==> src/rtl/psram_pkg.sv <==
package psram_pkg;
  localparam int unsigned LANE_W = 8;
  localparam int unsigned LANE_N = 2;
  localparam int unsigned WORD_W = LANE_W * LANE_N;

  typedef enum logic [1:0] {
    PWR_STANDBY = 2'b00,
    PWR_ACTIVE  = 2'b01,
    PWR_DEEP    = 2'b10
  } pwr_e;

  typedef enum logic [2:0] {
    MD_IDLE,
    MD_OUTOFF,
    MD_READ,
    MD_WRITE,
    MD_DEEP
  } mode_e;
endpackage

==> src/rtl/psram_array.sv <==
module psram_array
  import psram_pkg::*;
#(
  parameter int unsigned ADDR_W = 8
) (
  input  logic              clk,
  input  logic              rst_n,
  input  logic              clear_all,
  input  logic              wr_en,
  input  logic [LANE_N-1:0] lane_wr,
  input  logic [ADDR_W-1:0] addr,
  input  logic [WORD_W-1:0] wdata,
  output logic [WORD_W-1:0] rdata
);
  localparam int unsigned DEPTH = 1 << ADDR_W;

  logic [DEPTH-1:0] valid_q, valid_d;
  logic             word_valid;

  assign word_valid = valid_q[addr];

  always_comb begin
    valid_d = valid_q;
    if (clear_all) begin
      valid_d = '0;
    end else if (wr_en && (|lane_wr)) begin
      valid_d[addr] = 1'b1;
    end
  end

  always_ff @(posedge clk or negedge rst_n) begin
    if (!rst_n) begin
      valid_q <= '0;
    end else begin
      valid_q <= valid_d;
    end
  end

  for (genvar g = 0; g < LANE_N; g++) begin : g_lane
    logic [LANE_W-1:0] lane_mem [DEPTH];
    logic              lane_we;
    logic [LANE_W-1:0] lane_wdata;

    // An enabled lane takes new data; a disabled lane of a scrubbed word is zeroed.
    assign lane_we    = wr_en && (lane_wr[g] || !word_valid);
    assign lane_wdata = lane_wr[g] ? wdata[g*LANE_W +: LANE_W] : '0;

    always_ff @(posedge clk) begin
      if (lane_we) begin
        lane_mem[addr] <= lane_wdata;
      end
    end

    assign rdata[g*LANE_W +: LANE_W] = word_valid ? lane_mem[addr] : '0;
  end
endmodule

==> config.mk <==
export PLATFORM = sky130hd
export DESIGN_NAME = psram_array
export DESIGN_NICKNAME = d
export VERILOG_FILES = /design/src/rtl/psram_pkg.sv /design/src/rtl/psram_array.sv
export SDC_FILE = /design/constraint.sdc
export NUM_CORES = 2
export LEC_CHECK = 0
export ABC_CLOCK_PERIOD_IN_PS = 8900
export BUFFER_PORTS_ARGS = -buffer_cell sky130_fd_sc_hd__buf_2
export CAP_MARGIN = 10
export CORE_ASPECT_RATIO = 1.25
export CORE_MARGIN = 4
export CORE_UTILIZATION = 35
export DETAILED_ROUTE_END_ITERATION = 8
export GPL_TIMING_DRIVEN = 1
export PLACE_DENSITY = 0.49
export SYNTH_ARGS = -nofsm -noshare
export SYNTH_HDL_FRONTEND = slang
export SYNTH_SLANG_ARGS = --single-unit
==> constraint.sdc <==
create_clock -name clk -period 8.9 [get_ports clk]
set_input_delay 1.78 -clock clk [delete_from_list [all_inputs] [get_ports clk]]
set_output_delay 1.78 -clock clk [all_outputs]
set_load 0.01 [all_outputs]
## Word level (Yosys, flattened, before mapping)

Memory sizes are Yosys's and may differ from the RTL's.
Index checks and enable logic that the tools add are counted.

| storage, ports and cells | value |
|---|---|
| register bits after elaboration | 256 |
| RAM bits | 4096 |
| input port bits | 30 |
| output and inout bits | 16 |
| logic and storage cells | 29 |
| memories | 2 |

| cells by class | value |
|---|---|
| $lt $le $gt $ge | 2 |
| multiplexer cells | 14 |
| bitwise gates (word level) | 1 |
| reduce and logical (&&, ||, !) cells | 9 |

Memory list:

| name | words | bits a word | read ports | clocked after Yosys merged registers in | write ports | RTL line | text |
|---|---|---|---|---|---|---|---|
| g_lane[0].lane_mem | 256 | 8 | 1 | 0 | 1 | psram_array.sv:40 | `logic [LANE_W-1:0] lane_mem [DEPTH];` |
| g_lane[1].lane_mem | 256 | 8 | 1 | 0 | 1 | psram_array.sv:40 |  |

Operators with widths:

| cell | count |
|---|---|
| 2-to-1 mux 256 bit | 2 |
| OR 256 bit | 1 |
| 2-to-1 mux 8 bit | 4 |
| < comparator 8 x 9 -> 1 bit (second input constant) | 1 |
| binary-select mux 1 bit (select 8 bit) | 1 |
| demux 1 bit (select 8 bit) | 1 |
| greater-or-equal comparator 8 x 1 -> 1 bit (second input constant) | 1 |
| 2-to-1 mux 1 bit | 6 |
| logical AND 1 bit | 4 |
| logical OR 1 bit | 2 |
| nonzero test 2 bit | 1 |
| OR reduction 2 bit | 1 |
| zero test 1 bit | 1 |

## Logic depth before layout (Yosys ltp)

| depth | value |
|---|---|
| word-level depth | 7 |
| mapped depth | 15 |

## Worst setup path before layout

No wires, ideal clock.

| path | value |
|---|---|
| path type | input-to-reg |
| start | in lane_wr[0] |
| end | mem g_lane[0].lane_mem[0][0], data pin |
| data arrival time | 5.288 ns |
| data required time | 8.033 ns |
| slack | 2.745 ns |
| cell stages on the path | 2 |
| cells stage by stage | clkbuf_1 -> and2_1 |

| between the ends | value |
|---|---|
| cells in the longest elaborated chain, start to end | 1 |

Ends and longest elaborated chain:

| item | RTL line | text |
|---|---|---|
| start: declaration | psram_array.sv:10 | `input logic [LANE_N-1:0] lane_wr,` |
| 2-to-1 mux 8 bit | psram_array.sv:46 | `assign lane_wdata = lane_wr[g] ? wdata[g*LANE_W +: LANE_W] : '0;` |
| net g_lane[0].lane_wdata[0] | psram_array.sv:42 | `logic [LANE_W-1:0] lane_wdata;` |
| end: declaration | psram_array.sv:40 |  |

The timed path passes the listed nets, and every way through them passes these cells.

## Final worst setup path

| path | value |
|---|---|
| start | in addr[0] |
| end | out rdata[5] |

| between the ends | value |
|---|---|
| cells in the longest elaborated chain, start to end | 3 |

Ends and longest elaborated chain:

| item | RTL line | text |
|---|---|---|
| start: declaration | psram_array.sv:11 | `input logic [ADDR_W-1:0] addr,` |
| binary-select mux 1 bit (select 8 bit) | psram_array.sv:20 | `assign word_valid = valid_q[addr];` |
| 2-to-1 mux 1 bit (implied by the code) | psram_array.sv:20 |  |
| 2-to-1 mux 8 bit * | psram_array.sv:54 | `assign rdata[g*LANE_W +: LANE_W] = word_valid ? lane_mem[addr] : '0;` |
| end: declaration | psram_array.sv:13 | `output logic [WORD_W-1:0] rdata` |

Every way passes the cells marked *; elsewhere a longest branch is shown, timed or not. The select of a mux whose other input is x is not followed.

==> results by group <==
Global route
  • First-pass GRT wire length: 752 mm
  • Initial antenna violation count: 28
  • GRT Total Usage: 21.4%
  • Largest net degree at the start of global routing: 223
  • Vias in the first global route: 89700
  • Total grt overflow: 0

Outcome
  • Status: complete, no violations

Worst setup path
  • Critical Path RT: 7.12 ns
  • Worst setup SP type: primary input
  • Arrival time at the worst endpoint: 7.09 ns
  • Worst reg2reg setup slack: 4.92 ns
  • Cell count of the worst reg-to-reg path: 8
  • Crit. Startpoint: addr[0]
  • Max Fanout on Critical Path: 77
  • Critical path class: in -> out
  • Reg2reg start: valid_q[65]
  • Crit end category: output port

Clocking
  • Hold Buf Count CTS: 0
  • CTS H-tree depth: 5
  • Clk buf depth: 4
  • Clk_lat worst skew: 1.05 ns
  • CTS root buffer: clkbuf_16
  • Clock sinks: 4352
  • Clock Pin Slew Worst Setup and Hold Paths: 0.06 ns
  • CTS tree: done
  • Post-CTS Setup Bufs: 0
  • Post-CTS resize count: 1
  • CTS Buf Count: 425

Placed design
  • Placed cell count: 14800
  • Placed wire-length estimate: 353 mm
  • DP Worst Slack: -0.0441 ns
  • Final Wtd Congestion: 0.890
  • Buffers on Ports: 45

STA
  • Max-Slew Margin vs Limit: 6.82%
  • Crit share post-route: 99.6%
  • PnR worst setup slack: 0.0344 ns
  • Slew Limit Fails: 0
  • RSZ-0062 raised after global routing: no
  • Fmax: 0.113 GHz
  • Skew final: 0.0711 ns
  • Fin Setup TNS: 0 ns
  • Hold Vio Cnt, Final: 0
  • Min Clock Period, post-route: 8.87 ns
  • Slew @ Worst Pin: 1.38 ns
  • Setup violations, final: 0

Power
  • Net Switching: 9.49 mW
  • Peak VDD IR: 0.163 mV
  • Comb pwr share: 5.3%
  • Sw frac: 22.4%
  • PD cells: 217 nW/µm²
  • Reg power frac: 52.8%
  • Power share of the clock group: 41.8%
  • Leak: 57.4 nW
  • Int Pwr: 33.0 mW

Routing
  • DRT antenna net count: 0
  • Initial drt markers: 10100
  • WL final: 544 mm
  • Vias per cell: 5.64
  • DRT Pass-1 Iters: 6
  • Routed wire length per instance: 34.8 µm
  • Residual DRC: 0
  • Vias: 88100

Synthesis
  • Post-Syn Area: 171000 µm²
  • FF+latch count, synth: 4352
  • Syn nets: 8275
  • Synth cell types: 58
  • Syn Inst Count: 8245
  • Top FF cell, synth: edfxtp_1
  • Post-synth ARST share: 5.88%
  • Sequential element share of the synthesized area: 75.5%
  • Post-synth EDFFs: 4096
  • Avg Inst Size Synth: 20.8 µm²
  • YS warnings: 0

Floorplan
  • Die width: 634 µm
  • Ports: 46
  • Site Rows: 287
  • Die footprint: 501000 µm²
  • Core area: 488000 µm²
  • Die height: 790 µm
  • Initial core utilization: 35.1%

Worst hold path
  • Hold Crit Start: valid_q[108]
  • Worst Hold Class: reg -> reg
  • Hold depth: 2

Layout
  • Share of cells above drive strength 1: 27.4%
  • Final Core Density: 40.1%
  • Area grow syn2layout: 14.1%
  • Post-route insts no fill: 15600
  • Most frequent cells in the layout: edfxtp_1 (4096), mux4_2 (1136), buf_4 (558), nor2_1 (486), clkbuf_16 (429)
  • Most common cell after layout, fill and taps aside: edfxtp_1
  • Layout Nets: 8785
  • Fillers: 43300

Flow run
  • MaxCap Viol Count: 0
-- state kept, by name, summed over array words and instances (netlist names) --
name,cells
g_lane.lane_mem,4096
valid_q,256
-- power groups by stage --
| stage | sequential (mW) | clock [mW] | combinational (mW) |
|---|---|---|---|
| 4_1_cts | 22.4 | 18.1 | 2.29 |
| 6_report | 22.4 | 17.8 | 2.26 |
| 5_1_grt | 22.4 | 19.0 | 2.35 |
| 3_3_place_gp | 22.9 | 0 | 2.26 |
| 3_5_place_dp | 22.9 | 0 | 2.29 |
| 2_1_floorplan | 22.9 | 0 | 1.23 |
-- final timing paths --
check	endpoint
worst max-delay path	rdata[5]
worst min-delay path	valid_q[108]
worst max register to register	g_lane[0].lane_mem[99][5]
worst min register to register	valid_q[108]
max in group asynchronous	valid_q[6]
min in group asynchronous	valid_q[188]
-- critical path, cell delays in order --
cell and delay, ns:
buf_12 0.54, buf_12 0.35, buf_4 0.36, mux4_2 0.60
mux4_2 0.63, a22o_1 0.30, o21ai_0 1.09, a211oi_1 0.59
buf_4 0.30, buf_2 0.13
-- cell type report --
type | count | area [µm²] | area share [%]
sequential | 4352 | 129000 | 66.2
multi-input combinational | 3307 | 38900 | 19.9
clock buffer | 519 | 11100 | 5.69
tap | 6502 | 8140 | 4.16
timing repair buffer | 664 | 5550 | 2.84
clock inverter | 261 | 2320 | 1.19
antenna | 15 | 37.5 | 0.0192
inverter | 5 | 20.0 | 0.0102
-- cell families after synthesis --
kind of cell | Yosys count | synth area share, %
DFF | 4352 | 75.5
and+or+nand+nor | 1198 | 3.16
AOI/OAI and AO/OA | 635 | 2.33
muxes | 1474 | 16.9
buffers and inverters | 586 | 2.05
-- metrics by stage --
step / total power, mW / instance area (µm²) / hold WS [ns]
3_5_place_dp: 25.2 / 182000 / 0.480
2_1_floorplan: 24.2 / 171000 / 0.457
4_1_cts: 42.8 / 195000 / 0.494
3_3_place_gp: 25.1 / 182000 / 0.472
6_report: 42.5 / 196000 / 0.493
5_1_grt: 43.7 / 196000 / 0.508
-- layer usage --
| layer | GRT usage [%] | part of all wire [%] |
|---|---|---|
| met5 | 0.280 | 0.053 |
| met4 | 8.82 | 4.7 |
| met3 | 4.08 | 6.9 |
| met2 | 35.4 | 49 |
| met1 | 27.7 | 39 |
-- synth_stat cells (all sizes together), types with 2 or more instances --
library cell / instances / area (µm²)
a2111oi: 9 / 95.1
a211oi: 21 / 173
a21oi: 305 / 1530
a221o: 4 / 40.0
a221oi: 11 / 103
a22o: 13 / 114
a22oi: 172 / 1290
a31oi: 2 / 12.5
and2: 26 / 163
and3: 4 / 25.0
and4: 2 / 17.5
and4b: 4 / 40.0
buf: 333 / 2550
clkbuf: 248 / 935
dfrtp: 256 / 6410
edfxtp: 4096 / 123000
inv: 5 / 18.8
mux2: 6 / 67.6
mux2i: 332 / 3320
mux4: 1136 / 25600
nand2: 118 / 443
nand2b: 8 / 50.1
nand3: 132 / 661
nand4: 11 / 68.8
nor2: 503 / 1890
nor2b: 14 / 87.6
nor3: 343 / 1720
nor3b: 2 / 15.0
nor4: 14 / 87.6
nor4b: 3 / 26.3
nor4bb: 5 / 50.1
o2111ai: 3 / 26.3
o211ai: 5 / 37.5
o21ai: 11 / 55.1
o22ai: 67 / 419
o32ai: 7 / 61.3
or2: 3 / 18.8
or4: 5 / 37.5
Power figures use the tool's default switching activity.
